[src/rtl/rxu_pkg.sv]
package rxu_pkg;

    localparam int FLIT_W = 64;
    localparam int REG_W  = 32;

    localparam logic [7:0] OFS_TYPE  = 8'h20;
    localparam logic [7:0] OFS_TAG   = 8'h24;
    localparam logic [7:0] OFS_DATA  = 8'h28;
    localparam logic [7:0] OFS_START = 8'h2C;

    typedef enum logic [1:0] {
        K_SINGLE,
        K_BLOCK,
        K_INSTR
    } kind_e;

    typedef enum logic [1:0] {
        ST_IDLE,
        ST_HOLD,
        ST_WAITA,
        ST_STREAM
    } st_e;

    typedef struct packed {
        logic [7:0]  ptype;
        logic [7:0]  route;
        logic [15:0] tag;
        logic [31:0] payload;
    } head_t;

    function automatic kind_e kind_of(input logic [7:0] t);
        case (t[1:0])
            2'b10:   return K_BLOCK;
            2'b11:   return K_INSTR;
            default: return K_SINGLE;
        endcase
    endfunction

endpackage

[src/rtl/rxu_rx_regs.sv]
module rxu_rx_regs
    import rxu_pkg::*;
(
    input  logic        clk,
    input  logic        rst,
    input  logic        load,
    input  head_t       hd,
    output logic [7:0]  type_q,
    output logic [15:0] tag_q,
    output logic [31:0] data_q
);
    always_ff @(posedge clk) begin
        if (rst) begin
            type_q <= '0;
            tag_q  <= '0;
            data_q <= '0;
        end else if (load) begin
            type_q <= hd.ptype;
            tag_q  <= hd.tag;
            data_q <= hd.payload;
        end
    end
endmodule

[src/rtl/rxu_instr.sv]
module rxu_instr
    import rxu_pkg::*;
#(
    parameter int OPC_W     = 8,
    parameter int SEND_REGS = 6
) (
    input  logic             clk,
    input  logic             rst,
    input  logic             fire,
    input  head_t            hd,
    output logic             upd_valid,
    output logic [OPC_W-1:0] upd_sel,
    output logic [31:0]      upd_value
);
    logic in_range;
    assign in_range = (hd.tag < 16'(SEND_REGS));

    always_ff @(posedge clk) begin
        if (rst) begin
            upd_valid <= 1'b0;
            upd_sel   <= '0;
            upd_value <= '0;
        end else begin
            upd_valid <= fire && in_range;
            if (fire && in_range) begin
                upd_sel   <= hd.tag[OPC_W-1:0];
                upd_value <= hd.payload;
            end
        end
    end
endmodule

[src/rtl/rxu_dma.sv]
module rxu_dma
    import rxu_pkg::*;
#(
    parameter int ADDR_W = 32,
    parameter int CNT_W  = 16
) (
    input  logic              clk,
    input  logic              rst,
    input  logic              arm,
    input  logic [ADDR_W-1:0] arm_addr,
    input  logic [CNT_W-1:0]  arm_cnt,
    input  logic              beat,
    input  logic [FLIT_W-1:0] beat_data,
    output logic              last,
    output logic              mem_we,
    output logic [ADDR_W-1:0] mem_addr,
    output logic [FLIT_W-1:0] mem_wdata
);
    logic [ADDR_W-1:0] ptr;
    logic [CNT_W-1:0]  remain;

    assign last = (remain == CNT_W'(1));

    always_ff @(posedge clk) begin
        if (rst) begin
            ptr       <= '0;
            remain    <= '0;
            mem_we    <= 1'b0;
            mem_addr  <= '0;
            mem_wdata <= '0;
        end else begin
            mem_we <= beat;
            if (arm) begin
                ptr    <= arm_addr;
                remain <= arm_cnt;
            end else if (beat) begin
                mem_addr  <= ptr;
                mem_wdata <= beat_data;
                ptr       <= ptr + ADDR_W'(1);
                remain    <= remain - CNT_W'(1);
            end
        end
    end
endmodule

[src/rtl/rxu_ctrl.sv]
module rxu_ctrl
    import rxu_pkg::*;
(
    input  logic  clk,
    input  logic  rst,
    input  logic  flit_valid,
    input  kind_e kind,
    input  logic  cnt_zero,
    input  logic  data_rd,
    input  logic  addr_wr,
    input  logic  beat_last,
    output st_e   st,
    output logic  irq,
    output logic  flit_ready,
    output logic  head_fire,
    output logic  beat,
    output logic  arm
);
    assign flit_ready = (st == ST_IDLE) || (st == ST_STREAM);
    assign head_fire  = flit_valid && (st == ST_IDLE);
    assign beat       = flit_valid && (st == ST_STREAM);
    assign arm        = addr_wr && (st == ST_WAITA) && !cnt_zero;

    always_ff @(posedge clk) begin
        if (rst) begin
            st  <= ST_IDLE;
            irq <= 1'b0;
        end else begin
            case (st)
                ST_IDLE: if (head_fire) begin
                    if (kind == K_SINGLE) begin
                        st  <= ST_HOLD;
                        irq <= 1'b1;
                    end else if (kind == K_BLOCK) begin
                        st  <= ST_WAITA;
                        irq <= 1'b1;
                    end
                end
                ST_HOLD: if (data_rd) begin
                    st  <= ST_IDLE;
                    irq <= 1'b0;
                end
                ST_WAITA: if (addr_wr) begin
                    if (cnt_zero) begin
                        st  <= ST_IDLE;
                        irq <= 1'b0;
                    end else begin
                        st <= ST_STREAM;
                    end
                end
                ST_STREAM: if (beat && beat_last) begin
                    st  <= ST_IDLE;
                    irq <= 1'b0;
                end
                default: st <= ST_IDLE;
            endcase
        end
    end
endmodule

[src/rtl/noc_rx_unpacker.sv]
module noc_rx_unpacker
    import rxu_pkg::*;
#(
    parameter int ADDR_W    = 32,
    parameter int CNT_W     = 16,
    parameter int OPC_W     = 8,
    parameter int SEND_REGS = 6
) (
    input  logic              clk,
    input  logic              rst,
    input  logic              flit_valid,
    input  logic [63:0]       flit_data,
    output logic              flit_ready,
    input  logic              reg_wr,
    input  logic              reg_rd,
    input  logic [7:0]        reg_addr,
    input  logic [31:0]       reg_wdata,
    output logic [31:0]       reg_rdata,
    output logic              irq,
    output logic              mem_we,
    output logic [ADDR_W-1:0] mem_addr,
    output logic [63:0]       mem_wdata,
    output logic              upd_valid,
    output logic [OPC_W-1:0]  upd_sel,
    output logic [31:0]       upd_value
);
    head_t       hd;
    kind_e       kind;
    st_e         st;
    logic        head_fire, beat, arm, last;
    logic [7:0]  type_q;
    logic [15:0] tag_q;
    logic [31:0] data_q;
    logic        data_rd, addr_wr, load, fire_instr;

    assign hd         = head_t'(flit_data);
    assign kind       = kind_of(hd.ptype);
    assign load       = head_fire && (kind != K_INSTR);
    assign fire_instr = head_fire && (kind == K_INSTR);
    assign data_rd    = reg_rd && (reg_addr == OFS_DATA);
    assign addr_wr    = reg_wr && (reg_addr == OFS_START);

    rxu_ctrl u_ctrl (
        .clk(clk), .rst(rst), .flit_valid(flit_valid), .kind(kind),
        .cnt_zero(data_q[CNT_W-1:0] == '0), .data_rd(data_rd),
        .addr_wr(addr_wr), .beat_last(last), .st(st), .irq(irq),
        .flit_ready(flit_ready), .head_fire(head_fire), .beat(beat), .arm(arm)
    );

    rxu_rx_regs u_regs (
        .clk(clk), .rst(rst), .load(load), .hd(hd),
        .type_q(type_q), .tag_q(tag_q), .data_q(data_q)
    );

    rxu_dma #(.ADDR_W(ADDR_W), .CNT_W(CNT_W)) u_dma (
        .clk(clk), .rst(rst), .arm(arm), .arm_addr(reg_wdata[ADDR_W-1:0]),
        .arm_cnt(data_q[CNT_W-1:0]), .beat(beat), .beat_data(flit_data),
        .last(last), .mem_we(mem_we), .mem_addr(mem_addr), .mem_wdata(mem_wdata)
    );

    rxu_instr #(.OPC_W(OPC_W), .SEND_REGS(SEND_REGS)) u_instr (
        .clk(clk), .rst(rst), .fire(fire_instr), .hd(hd),
        .upd_valid(upd_valid), .upd_sel(upd_sel), .upd_value(upd_value)
    );

    always_comb begin
        reg_rdata = '0;
        if (reg_rd) begin
            case (reg_addr)
                OFS_TYPE: reg_rdata = {24'b0, type_q};
                OFS_TAG:  reg_rdata = {16'b0, tag_q};
                OFS_DATA: reg_rdata = data_q;
                default:  reg_rdata = '0;
            endcase
        end
    end
endmodule

[config.mk]
export PLATFORM = sky130hd
export DESIGN_NAME = noc_rx_unpacker
export DESIGN_NICKNAME = d
export VERILOG_FILES = /design/src/rtl/rxu_pkg.sv /design/src/rtl/rxu_rx_regs.sv /design/src/rtl/rxu_instr.sv /design/src/rtl/rxu_dma.sv /design/src/rtl/rxu_ctrl.sv /design/src/rtl/noc_rx_unpacker.sv
export SDC_FILE = /design/constraint.sdc
export NUM_CORES = 1
export LEC_CHECK = 0
export BUFFER_PORTS_ARGS = -buffer_cell sky130_fd_sc_hd__buf_4
export CORE_ASPECT_RATIO = 0.9
export CORE_UTILIZATION = 43
export DETAILED_ROUTE_END_ITERATION = 12
export PLACE_DENSITY_LB_ADDON = 0.1
export SLEW_MARGIN = 20
export SYNTH_ARGS = -nofsm -noshare
export SYNTH_HDL_FRONTEND = slang
export SYNTH_SLANG_ARGS = --single-unit
[constraint.sdc]
create_clock -name clk -period 2.34 [get_ports clk]
set_input_delay 0 -clock clk [delete_from_list [all_inputs] [get_ports clk]]
set_output_delay 0 -clock clk [all_outputs]
set_load 0.05 [all_outputs]
**Yosys cells after proc, flatten, opt, wreduce, memory -nomap -nowiden**

Index checks and enable logic that the tools add are counted.

- Memory bits (writable): 0
- Output and inout bits: 172
- Register bits after elaboration: 245
- Memories kept: 0
- Memory bits (read-only): 0
- Word-level logic and storage cells: 78
- Bits of input ports: 109
- Latch bits: 0

- Reductions and logical operators: 19
- Bitwise gates (word level): 1
- Eq/ne operators: 19
- Shifts and indexed selects: 0
- Magnitude comparators: 1
- Muxes and demuxes: 23
- Divide/modulo/power cells: 0
- Add/subtract/negate cells: 2
- Multipliers: 0

Operators with widths:

| cell | number |
|---|---|
| 32-bit 2-to-1 mux | 3 |
| 32-bit case mux with 3 select lines | 1 |
| 32-bit by 1-bit adder with 32-bit output (second input constant) | 1 |
| 8-bit by 6-bit == test with 1-bit output (second input constant) | 4 |
| 16-bit 2-to-1 mux | 2 |
| 16-bit by 1-bit == test with 1-bit output (second input constant) | 1 |
| 16-bit zero test | 1 |
| 16-bit by 3-bit < comparator with 1-bit output (second input constant) | 1 |
| 16-bit by 1-bit subtractor with 16-bit output (second input constant) | 1 |
| 2-bit 2-to-1 mux | 7 |
| 2-bit == test (second input constant) | 5 |
| 1-bit logical AND | 10 |
| 2-bit != test (second input constant) | 4 |
| 2-bit case mux with 4 select lines | 1 |
| 1-bit 2-to-1 mux | 7 |
| 6-bit AND reduction | 1 |
| 5-bit AND reduction | 1 |
| 2-bit by 1-bit == test with 1-bit output (second input constant) | 2 |
| 2-bit zero test | 2 |
| 2-bit by 1-bit != test with 1-bit output (second input constant) | 2 |
| 1-bit case mux with 4 select lines | 1 |
| 2-bit case mux with 2 select lines | 1 |
| 3-bit != test (second input constant) | 1 |
| 2-bit AND reduction | 1 |
| 4 further kinds | 4 |

**Depth between registers and ports, before layout**

Gate-level depths: netlist (run 1).

- Depth in word-level cells: 7
- Depth in mapped cells: 9
- Depth with buffers taken out: 7

**Cells and area by module**

From an unflattened synthesis (run 1), not the netlist that was laid out.

- Cell total of the unflattened synthesis: 1258
- Area, all modules: 10776.6 um^2

By module, submodules not included:

| module | cells each | instances | seq. area each (um^2) | area each (um^2) |
|---|---|---|---|---|
| rxu_dma | 784 | 1 | 2902.8 | 6094.6 |
| rxu_rx_regs | 180 | 1 | 1121.1 | 2014.4 |
| rxu_instr | 169 | 1 | 820.8 | 1800.5 |
| noc_rx_unpacker | 90 | 1 | 0.0 | 595.6 |
| rxu_ctrl | 35 | 1 | 60.1 | 271.5 |

**Worst setup path before layout (run 1)**

Ideal clock, no wire load.

- Path kind: register to register
- From: reg u_ctrl.st[0]
- To: reg u_dma.ptr[25]
- Path buffers: 1
- Data required time: 2.254 ns
- Cell stages (with the launch flop): 8
- Arrival: 2.072 ns
- Period minus slack after synthesis: 2.157 ns
- Library setup time: 0.086 ns
- Slack: 0.183 ns
- Path through: dfxtp_1 ha_1 clkbuf_1 nand4_1 nor4_1 nand4_1 xor2_1 a211oi_1

- Word-level cells in the longest chain between the ends: 4
- Elaborated cells on any way between the ends: 7
- Classes of those cells: 2 x eq/ne; 1 x mux; 4 x reduce/logical

Ends and longest elaborated chain:

| what | RTL line | source |
|---|---|---|
| from (decl) | rxu_ctrl.sv:12 | `output st_e st,` |
| from (signal assigned) | rxu_ctrl.sv:26 | `st <= ST_IDLE;` |
| from (signal assigned) | rxu_ctrl.sv:32 | `st <= ST_HOLD;` |
| from (signal assigned) | rxu_ctrl.sv:35 | `st <= ST_WAITA;` |
| 2-bit == test | rxu_ctrl.sv:22 | `assign arm = addr_wr && (st == ST_WAITA) && !cnt_zero;` |
| 1-bit logical AND (2 in a row) | rxu_ctrl.sv:22 |  |
| 32-bit 2-to-1 mux or 2-bit nonzero test (tied branches) | n/a |  |
| to (signal assigned) | rxu_dma.sv:34 | `ptr <= arm_addr;` |
| to (signal assigned) | rxu_dma.sv:39 | `ptr <= ptr + ADDR_W'(1);` |
| to (decl) | rxu_dma.sv:19 | `logic [ADDR_W-1:0] ptr;` |

Parallel ways exist; a longest one is shown, timed or not.
A chain may end at the register's enable or synchronous reset.

**Final worst setup path (run 1)**

- From: reg u_ctrl.st[0]
- To: reg u_instr.upd_value[9]

- Word-level cells in the longest chain between the ends: 4

Ends and longest elaborated chain:

| what | RTL line | source |
|---|---|---|
| 2-bit zero test | rxu_ctrl.sv:20 | `assign head_fire = flit_valid && (st == ST_IDLE);` |
| 1-bit logical AND | rxu_ctrl.sv:20 |  |
| 1-bit logical AND | noc_rx_unpacker.sv:39 | `assign fire_instr = head_fire && (kind == K_INSTR);` |
| 1-bit logical AND | rxu_instr.sv:25 | `if (fire && in_range) begin` |
| to (signal assigned) | rxu_instr.sv:27 | `upd_value <= hd.payload;` |
| to (decl) | rxu_instr.sv:13 | `output logic [31:0] upd_value` |

Every way passes these cells.

==> results of run 1 <==
-- power by group through the flow --
stage	Clock, mW	Sequential [mW]	Combinational [mW]
floorplan	0	4.79	0.803
global placement	0	4.64	1.57
detailed placement	0	4.65	1.58
CTS	4.18	4.56	1.72
global route	4.36	4.59	1.88
finish	4.11	4.56	1.73
-- placed cells by master, fill, tap and decap left out, drive strengths merged, types with 10 or more instances in the layout --
master / n
a211oi: 45
mux2i: 11
clkbuf: 43
nand3: 18
nor4: 16
nand2: 392
buf: 306
xnor2: 24
dlygate4sd3: 102
dfxtp: 245
xor2: 20
nor2: 84
a21oi: 196
nor3: 12
and3: 12
nand4: 13
inv: 10
and2: 17
-- area by class of cell --
cell class,instances,area (sq um),area share (%)
flip-flops and latches,245,4905,34.38
multi-input cells,917,4663,32.69
repair buffers,408,3435,24.07
clock buffers,43,805.8,5.648
well taps,297,371.6,2.605
clock inverters,7,52.55,0.3684
inverters,9,33.78,0.2368
-- worst min-delay path by stage --
| stage | startpoint | to |
|---|---|---|
| after floorplan | flit_data[16] | u_regs.data_q[16] |
| after global placement | flit_data[49] | u_dma.mem_wdata[49] |
| after detailed placement | flit_data[54] | u_dma.mem_wdata[54] |
| after CTS | flit_valid | u_dma.ptr[2] |
| after global routing | flit_valid | u_regs.type_q[0] |
| final | flit_valid | u_regs.type_q[0] |
-- layer usage --
metal  GRT usage, %  vias to the layer above
met2          42.17                      286
met3          6.108                       41
met5              0                        -
met4          6.934                        0
li1               -                     4918
met1          32.78                     4521
-- tightest hold or removal path: cells and delay by family --
family,cells,cell delay (ns)
buffers and inverters,1,0.16
and+or+nand+nor,3,0.34
-- per-stage QoR --
stage	hold slack (ns)	power [mW]	utilization [%]
after floorplan	0.1360	5.590	-
after detailed placement	0.2557	6.223	54.80
after global placement	0.2479	6.206	54.80
final	0.01525	10.39	63.19
after global routing	0.02769	10.83	63.19
after CTS	0.02700	10.46	63.13
-- sequential cells by signal (all words and copies together), names as in the netlist --
| signal | flops |
|---|---|
| u_dma.remain | 16 |
| u_regs.type_q | 8 |
| u_regs.data_q | 32 |
| u_dma.ptr | 32 |
| u_regs.tag_q | 16 |
| u_dma.mem_wdata | 64 |
| u_dma.mem_addr | 32 |
| u_instr.upd_valid | 1 |
| u_instr.upd_value | 32 |
| u_dma.mem_we | 1 |
| u_ctrl.irq | 1 |
| u_instr.upd_sel | 8 |
| u_ctrl.st | 2 |
-- repair_timing --
action                                 4_1_cts  5_1_grt
setup endpoints to repair                    0       33
endpoints found under the hold margin      206        0
gates resized for setup                      0        3
buffers inserted                             0        0
hold buffers                               102        0
-- cells by family (layout without fill, tap and decap cells) --
group | count (synthesis) | in the layout | share of synthesized area (%)
simple gates | 591 | 591 | 25.35
compound gates | 263 | 263 | 15.08
mux | 11 | 11 | 1.109
xor+xnor | 44 | 44 | 3.883
fa+ha+maj | 8 | 8 | 1.009
flops | 245 | 245 | 49.42
buf+inv | 96 | 467 | 4.148
==> results by group, run 1 <==
GRT
  – Global-route wire length before repair: 48,940 um
  – Initial antenna violation count: 0
  – Gr usage total: 25.41%
  – Vias in the first global route: ~9.5k
  – Largest net degree at the start of global routing: 94
  – GRT Residual Overflow: 0

Placed design
  – Routability cong.: 0.8305
  – Inst Count DP: 1,774
  – Buffers on Ports: between 200 and 300
  – Place WS: 0.1006 ns
  – Area after DPL: 0.01237 sq mm
  – DP Wirelength: 20,230 um

Setup path
  – Worst setup path category: reg -> reg
  – Worst R2R Path Depth: 8
  – Critical R2R Launch: u_ctrl.st[0]
  – Crit path capture: u_instr.upd_value[9]
  – CP Depth: 8
  – CP arrival: 2.62 ns
  – Kind of cell adding the most delay to the critical path: simple AND/OR/NAND/NOR gates
  – Worst endpoint required time: around 2.8 ns
  – CP Capture Type: flop
  – Reg2Reg Capture Point: u_instr.upd_value[9]
  – Critical Path Slowest Stage Cell: or3_2
  – Critical Path Max Stage Delay: 0.53 ns
  – Buf/Inv on CP: 2
  – Reg2reg setup slack: 0.14 ns
  – CP Launch Type: flop
  – Critical Path, Cell by Cell: inv_1, ha_1, nand2_2, or3_4, or3_2, buf_12, nand2_1, a21oi_1
  – Critical Path Start: u_ctrl.st[0]
  – Max FO, Critical Path: 35

Synthesis
  – Distinct cell type count after synthesis: 45
  – Count leader, synth: nand2_1
  – Register area share after synthesis: about half
  – Most common flop cell mapped by yosys: dfxtp_1
  – Number of synthesized flops with an enable pin: 0
  – FF+latch count, synth: between 200 and 250
  – Synth top area share: 49.42%
  – Yosys warns: 0
  – Syn_area_per_cell: between 7 and 8 sq um
  – Commonest cells in the netlist: nand2_1, dfxtp_1, a21oi_1
  – Area contributors post-synth: dfxtp_1, nand2_1, a21oi_1, a211oi_1, nor2_1
  – Post-synth top area cell: dfxtp_1
  – FFs w/ async S/R, synth: 0%
  – Cells after Synth: 1,258
  – Syn Std Cell Area: a little under 0.01 sq mm
  – Syn nets: 1,375

Pwr
  – P_leak: 5.676 nW
  – Switch share: 28.29%
  – Cell area power density: between 700 and 800 mW/mm^2
  – Sequential share of power: a little over two fifths
  – Maximum vdd drop: 0.5337 mV
  – NetSw: 2.941 mW
  – P_int: 7.453 mW
  – Clock Power Share: 39.5%
  – Logic pwr share: 16.6%

Detailed routing
  – DRT Pass-1 Iters: 4
  – Uppermost routed layer: met4
  – M1 WL: 13,630 um
  – Vias per cell: 5.071
  – Final wirelength: 30,840 um
  – Met3 WL post-DR: 2148 um
  – WL met2: between 10,000 and 15,000 um
  – ANT nets after route: 0
  – DR vias: about 10k
  – DRC: 0
  – Initial DRC Count: 654
  – DR WL/cell: 16.01 um

Floorplan
  – Die span in y: 146.1 um
  – I/O pins: between 200 and 300
  – Core region area: between 0.02 and 0.025 sq mm
  – Core Rows: 52
  – Die width: 162.1 um
  – Initial Utilization: a little over two fifths
  – Die area: 0.02369 sq mm

Finish
  – Layout Cells excl Fill: 1,926
  – Final Cell Area: about 0.014 sq mm
  – Layout Nets: 1,725
  – # diodes: 0
  – Share of post-route cells with drive strength above 1: 22.04%
  – Number of fill cells: around 2k
  – Area growth syn-to-layout: 43.75%

STA
  – Clk_skew: between 0.01 and 0.015 ns
  – Fmax: 0.4537 GHz
  – RSZ-0062 raised after global routing: no
  – Pins over their slew limit: 0
  – Final period util: 94.18%
  – Slew margin rel.: 56.60%
  – Slew @ Worst Pin: 0.6497 ns
  – Fin. Hold Viols: 0
  – Fin Setup TNS: 0 ns
  – Final worst-path setup slack: 0.1361 ns
  – Fin crit period: between 2 and 2.5 ns
  – Final setup vio count: 0

Clock tree
  – Clock-pin slew on the worst setup and hold paths: 0.06 ns
  – Max H-tree Level: 1
  – Number of buffers created by CTS: 27
  – CTS tree: done
  – Clock Latency Late Sink: 0.54 ns
  – CTS Sinks: 245
  – Root Driver: clkbuf_16
  – Worst-case clock buffer depth: 3

Run status
  – Status: complete, no violations

Hold path
  – Hold depth: 4
  – Worst Hold Class: in -> reg

Job
  – MaxCap Viol Count: 0
Note: power is estimated with default switching activity, not from simulation.
==> run 2, diff against run 1 <==
--- a/config.mk
+++ b/config.mk
@@ -6,7 +6,7 @@
 export NUM_CORES = 1
 export LEC_CHECK = 0
 export BUFFER_PORTS_ARGS = -buffer_cell sky130_fd_sc_hd__buf_4
-export CORE_ASPECT_RATIO = 0.9
+export CORE_ASPECT_RATIO = 1.4
 export CORE_UTILIZATION = 43
 export DETAILED_ROUTE_END_ITERATION = 12
 export PLACE_DENSITY_LB_ADDON = 0.1
==> results by group, run 2 (same netlist as run 1, synthesis figures left out) <==
Setup path
  – Worst endpoint required time: 2.75 ns (about the same)
  – Reg2Reg Capture Point: u_dma.remain[10]
  – CP Capture Type: flop
  – Worst setup path category: in -> reg
  – Max FO, Critical Path: 5 (-86%)
  – Critical R2R Launch: u_dma.remain[2]
  – CP Launch Type: input pin
  – Reg2reg setup slack: 0.18 ns (+0.04 ns)
  – CP arrival: 2.65 ns (+0.03 ns)
  – Worst R2R Path Depth: 5 (-3)

Finish
  – Most frequent cells in the layout: nand2_1, buf_4, dfxtp_1, a21oi_1, dlygate4sd3_1
  – Number of fill cells: 2,032 (+1.5%)
  – Max reg flops: 64 (unchanged)
  – Largest Register: u_dma.mem_wdata
  – # diodes: 0 (unchanged)
  – Commonest non-fill, non-tap cell in the layout: nand2_1
  – Share of post-route cells with drive strength above 1: 22.00% (-0.034 points)
  – Final Cell Area: 0.01429 sq mm (+0.19%)
  – Footprint of the multi-input gates: 0.004661 sq mm (about the same)
  – Layout Nets: 1,728 (+0.17%)
  – Area growth syn-to-layout: 44.02%
  – Seq. cell area: 0.004905 sq mm (unchanged)

Clock tree
  – Postcts setup bufs: 0 (unchanged)
  – Number of buffers created by CTS: 25 (-7.4%)
  – Clock Latency Late Sink: 0.52 ns (-0.02 ns)
  – Max H-tree Level: 1 (unchanged)
  – CTS tree: done
  – CTS Sinks: 245 (unchanged)
  – Clock-pin slew on the worst setup and hold paths: 0.06 ns (about the same)
  – Worst-case clock buffer depth: 3 (unchanged)
  – Root Driver: clkbuf_16

Floorplan
  – Core region area: 0.02261 sq mm (+0.14%)
  – Initial Utilization: 43.90% (-0.063 points)
  – Core Rows: 65 (+25%)
  – Die width: 130.4 um (-20%)
  – Die span in y: 181.8 um (+24%)
  – I/O pins: 281 (unchanged)
  – Die area: 0.02370 sq mm (about the same)

Placed design
  – Buffers on Ports: 280 (unchanged)
  – Routability cong.: 0.8533 (+2.7%)
  – Area after DPL: 0.01243 sq mm (+0.48%)
  – DP Wirelength: 21,020 um (+3.9%)

Hold path
  – Worst Hold Class: in -> reg
  – Min-Delay Endpoint: u_instr.upd_valid
  – Hold Startpoint: flit_valid
  – Hold depth: 4 (unchanged)

GRT
  – Vias in the first global route: 9,705 (+2.6%)
  – Global-route wire length before repair: 48,760 um (-0.38%)
  – Initial antenna violation count: 0 (unchanged)
  – Largest net degree at the start of global routing: 69 (-27%)
  – GRT Residual Overflow: 0 (unchanged)
  – Gr usage total: 25.94% (+0.54 points)

STA
  – Final period util: 95.75% (+1.6 points)
  – Slew margin rel.: 57.27% (+0.68 points)
  – Pins over their slew limit: 0 (unchanged)
  – RSZ-0062 raised after global routing: no
  – Worst hold margin: -0.008472 ns (-0.02373 ns)
  – Clk_skew: 0.01179 ns (-0.001492 ns)
  – Fin crit period: 2.241 ns (+0.03664 ns)
  – Slew @ Worst Pin: 0.6409 ns (-0.008741 ns)
  – Final setup vio count: 0 (unchanged)
  – Fin Setup TNS: 0 ns (unchanged)
  – Fin. Hold Viols: 1 (+1)
  – Fmax: 0.4463 GHz (-1.6%)

Detailed routing
  – DRC: 0 (unchanged)
  – Initial DRC Count: 411 (-37%)
  – Final wirelength: 31,150 um (+0.99%)
  – ANT nets after route: 0 (unchanged)
  – DR vias: 9,796 (+0.31%)
  – DRT Pass-1 Iters: 4 (unchanged)
  – DR WL/cell: 16.16 um (+0.89%)
  – Vias per cell: 5.081 (+0.20%)

Pwr
  – P_leak: 5.683 nW (+0.11%)
  – Maximum vdd drop: 0.4881 mV (-8.6%)
  – Cell area power density: 725.3 mW/mm^2 (-0.45%)

Run status
  – Failing checks: hold timing
  – Status: complete, but fails checks

Job
  – MaxCap Viol Count: 0 (unchanged)
-- run 2: worst max-delay path by stage --
stage                   from                     to  slack [ns]
2_1_floorplan   u_ctrl.st[0]          u_dma.ptr[25]        0.18
3_3_place_gp     reg_addr[1]           u_ctrl.st[0]        0.18
3_5_place_dp     reg_addr[1]           u_ctrl.st[1]        0.17
4_1_cts        flit_data[34]  u_instr.upd_value[10]        0.05
5_1_grt          reg_addr[7]          reg_rdata[24]        0.01
6_report       flit_data[34]     u_instr.upd_sel[7]         0.1
-- run 2: metrics by stage --
step / util (%) / instances / setup WS (ns) / hold WS, ns / power [mW]
2_1_floorplan: - / 1258 / 0.1829 / 0.1360 / 5.590
6_report: 63.22 / 1928 / 0.09945 / -0.008472 / 10.37
5_1_grt: 63.22 / 1928 / 0.01394 / 0.002426 / 10.82
4_1_cts: 63.17 / 1928 / 0.04549 / 0.02256 / 10.45
3_5_place_dp: 54.99 / 1782 / 0.1718 / 0.2590 / 6.262
3_3_place_gp: 54.99 / 1782 / 0.1799 / 0.2485 / 6.249
-- run 2: critical path: stages --
cell and delay (ns):
dlygate4sd3_1 0.54, buf_4 0.15, a211o_1 0.28, dlygate4sd3_1 0.55, or3_4 0.36, or3_4 0.40
buf_4 0.17, and3_1 0.19
-- run 2: layout make-up --
type                       count  share of cell area (%)
multi-input combinational    917                   32.61
inverter                       9                  0.2363
timing repair buffer         413                   24.48
sequential                   245                   34.31
tap                          301                   2.635
clock buffer                  35                   4.919
clock inverter                 8                  0.8053
-- run 2: layer usage --
metal	wire (um)	share of wire, %	vias to the layer above	track usage (%)
met1	12440	40	4556	29.08
met4	900	2.9	0	8.828
met2	15770	51	269	47.00
li1	-	-	4917	-
met5	0	0	-	0
met3	2032	6.5	54	6.276
-- run 2: timing repair --
item	in CTS	in global routing
endpoints found under the setup margin	0	39
resized for setup	0	3
endpoints found under the hold margin	215	0
hold buffers	103	0
-- run 2: report_power, final --
group	switching [mW]	internal (mW)
combinational	1.04	0.715
clock	1.64	2.41
sequential	0.166	4.40
==> run 3, diff against run 2 <==
--- a/config.mk
+++ b/config.mk
@@ -5,9 +5,11 @@
 export SDC_FILE = /design/constraint.sdc
 export NUM_CORES = 1
 export LEC_CHECK = 0
+export ABC_AREA = 1
 export BUFFER_PORTS_ARGS = -buffer_cell sky130_fd_sc_hd__buf_4
 export CORE_ASPECT_RATIO = 1.4
 export CORE_UTILIZATION = 43
+export CTS_BUF_LIST = sky130_fd_sc_hd__clkbuf_4 sky130_fd_sc_hd__clkbuf_8
 export DETAILED_ROUTE_END_ITERATION = 12
 export PLACE_DENSITY_LB_ADDON = 0.1
 export SLEW_MARGIN = 20
==> results by group, run 3 <==
Run status
  – Status: complete, no violations

Setup path
  – Worst setup path category: reg -> reg
  – CP arrival: 2.35 ns (-0.30 ns)
  – Critical Path Slowest Stage Cell: dfxtp_1
  – Critical Path Max Stage Delay: 0.37 ns (-0.18 ns)
  – CP Capture Type: flop
  – Worst endpoint required time: 2.75 ns (about the same)
  – Critical Path, Cell by Cell: nor2_1, nand2_1, nor2_1, nand2_1, nand3_4, clkinv_2, buf_12, nand2_1, nand2_1, nor2_1, nor2_1
  – Kind of cell adding the most delay to the critical path: simple AND/OR/NAND/NOR gates
  – CP Launch Type: flop
  – Buf/Inv on CP: 2 (-2)
  – Max FO, Critical Path: 28 (+23)

Finish
  – Area growth syn-to-layout: 34.28%
  – Layout Nets: 2,113 (+22%)
  – Final Cell Area: 0.01623 sq mm (+14%)
  – Commonest non-fill, non-tap cell in the layout: buf_4
  – Most frequent cells in the layout: buf_4, nand2_1, dfxtp_1, nand3_1, nor2_1
  – # diodes: 0 (unchanged)
  – Largest Register: u_dma.mem_wdata
  – Layout Cells excl Fill: 2,391 (+24%)
  – Share of post-route cells with drive strength above 1: 29.24% (+7.2 points)
  – Max reg flops: 64 (unchanged)

Floorplan
  – Initial Utilization: 43.69% (-0.20 points)
  – Die area: 0.02879 sq mm (+21%)
  – Die width: 143.7 um (+10%)
  – Core Rows: 72 (+11%)
  – Core region area: 0.02766 sq mm (+22%)
  – Die span in y: 200.4 um (+10%)
  – I/O pins: 281 (unchanged)

Pwr
  – Maximum vdd drop: 0.4269 mV (-13%)
  – P_leak: 6.871 nW (+21%)
  – Cell area power density: 654.3 mW/mm^2 (-9.8%)
  – Total power: 10.62 mW (+2.4%)

STA
  – Worst hold margin: 0.06621 ns (+0.07468 ns)
  – Pins over their slew limit: 0 (unchanged)
  – Clk_skew: 0.03068 ns (+0.01889 ns)
  – Final period util: 83.01% (-13 points)
  – RSZ-0062 raised after global routing: no
  – Fin Setup TNS: 0 ns (unchanged)
  – Fin. Hold Viols: 0 (-1)
  – Final setup vio count: 0 (unchanged)
  – Slew @ Worst Pin: 0.9409 ns (+0.2999 ns)
  – Fin crit period: 1.942 ns (-0.2982 ns)
  – Slew margin rel.: 37.28% (-20 points)
  – Fmax: 0.5148 GHz (+15%)

Placed design
  – Buffers on Ports: 280 (unchanged)
  – Inst Count DP: 2,225 (+25%)
  – Area after DPL: 0.01441 sq mm (+16%)
  – DP Wirelength: 26,530 um (+26%)
  – Routability cong.: 0.9636 (+13%)

Synthesis
  – Register area share after synthesis: 40.59% (-8.8 points)
  – Number of synthesized flops with an enable pin: 0 (unchanged)
  – Main combinational cell family by area after synthesis: simple AND/OR/NAND/NOR gates
  – Yosys warns: 0 (unchanged)
  – FFs w/ async S/R, synth: 0% (unchanged)
  – Syn nets: 1,764 (+28%)
  – Area contributors post-synth: dfxtp_1, nand3_1, nand2_1, a21oi_2, nor2_1
  – Post-synthesis mux area share: 0% (-1.1 points)
  – Synth Area in Adders: 0.8283% (-0.18 points)
  – Synth top area share: 40.59% (-8.8 points)
  – Post-Synth XOR/XNOR Area: 1.450% (-2.4 points)
  – Syn_area_per_cell: 7.337 sq um (-7.0%)
  – Commonest cells in the netlist: nand2_1, dfxtp_1, nand3_1
  – FF+latch count, synth: 245 (unchanged)
  – Cells after Synth: 1,647 (+31%)
  – Count leader, synth: nand2_1
  – Most common flop cell mapped by yosys: dfxtp_1
  – Simple-gate share of the synthesized area: 30.39% (+5.0 points)
  – Syn Std Cell Area: 0.01208 sq mm (+22%)
  – Post-synth top area cell: dfxtp_1
  – Distinct cell type count after synthesis: 34 (-24%)
  – Compound-Gate Fraction of Synth Area: 16.37% (+1.3 points)

Detailed routing
  – DR vias: 12.02k (+23%)
  – DR WL/cell: 15.89 um (-1.7%)
  – ANT nets after route: 0 (unchanged)
  – DRT Pass-1 Iters: 5 (+1)
  – Final wirelength: 37,990 um (+22%)
  – Vias per cell: 5.029 (-1.0%)
  – DRC: 0 (unchanged)
  – Initial DRC Count: 560 (+36%)

Clock tree
  – CTS tree: done
  – Postcts setup bufs: 0 (unchanged)
  – Number of buffers created by CTS: 40 (+60%)
  – Worst-case clock buffer depth: 3 (unchanged)
  – Clock Latency Late Sink: 0.57 ns (+0.05 ns)
  – Max H-tree Level: 2 (+1)
  – Clock-pin slew on the worst setup and hold paths: 0.06 ns (about the same)
  – CTS Sinks: 245 (unchanged)
  – Root Driver: clkbuf_8

GRT
  – Vias in the first global route: 11.97k (+23%)
  – GRT Residual Overflow: 0 (unchanged)
  – Initial antenna violation count: 0 (unchanged)
  – Largest net degree at the start of global routing: 114 (+65%)
  – Global-route wire length before repair: 61,270 um (+26%)
  – Gr usage total: 26.74% (+0.80 points)

Job
  – MaxCap Viol Count: 0 (unchanged)

Hold path
  – Worst Hold Class: in -> reg
run 3: cell types whose count changed after synthesis, sizes merged, moves of 11 or more:
cell,delta
a211oi,-44
and3,-12
nand2,-40
nand3,+191
nand3b,+19
nor2,+104
xnor2,-18
o21ai,+99
inv,+160
buf,+35
and2,-17
mux2i,-11
clkbuf,-21
run 3: cells by family after synthesis:
kind of cell    count (synthesis)
flops                         245
xor+xnor                       20
fa+ha+maj                       8
buf+inv                       271
simple gates                  791
compound gates                312
run 3: worst paths after layout:
kind / slack [ns] / start / endpoint / depth (start not counted)
max: 0.40 / u_regs.data_q[11] / u_dma.ptr[26] / 11
min: 0.07 / reg_rd / u_ctrl.st[1] / 7
max reg2reg: 0.40 / u_regs.data_q[11] / u_dma.ptr[26] / 11
min reg2reg: 0.45 / u_instr.upd_value[25] / u_instr.upd_value[25] / 2
run 3: repair_timing:
action / CTS / global route
gates resized for setup: 0 / 0
endpoints found under the hold margin: 200 / 0
endpoints found under the setup margin: 0 / 0
hold buffers: 99 / 0
run 3: where the power goes:
group / total, mW / switching, mW / internal (mW)
clock network: 3.89 / 1.73 / 2.17
registers: 4.64 / 0.171 / 4.47
logic: 2.09 / 1.32 / 0.765
run 3: final cells by class:
type,count,area [sq um]
tap,370,462.9
fill,2647,11430
timing repair buffer,408,3452
clock buffer,64,805.8
inverter,170,643.1
clock inverter,3,18.77
multi-input combinational,1131,5939
sequential,245,4905
run 3: worst register-to-register path: cells and delay by family (launching register included):
family                 cells  cell delay, ns
buffers and inverters      2            0.42
flip-flops                 1            0.37
AND/OR/NAND/NOR            9            1.00
run 3: routing by layer:
layer | track usage, % | wire length (um) | up-vias
met5 | 0 | 0 | -
met4 | 13.79 | 1894 | 0
met3 | 4.040 | 1490 | 111
met2 | 48.53 | 19690 | 314
met1 | 29.55 | 14910 | 5554
li1 | - | - | 6045
run 3: metrics by stage:
step,util (%),worst slack (ns)
2_1_floorplan,-,0.6890
3_3_place_gp,52.11,0.3924
3_5_place_dp,52.11,0.3818
4_1_cts,58.67,0.3622
5_1_grt,58.67,0.1781
6_report,58.67,0.3977
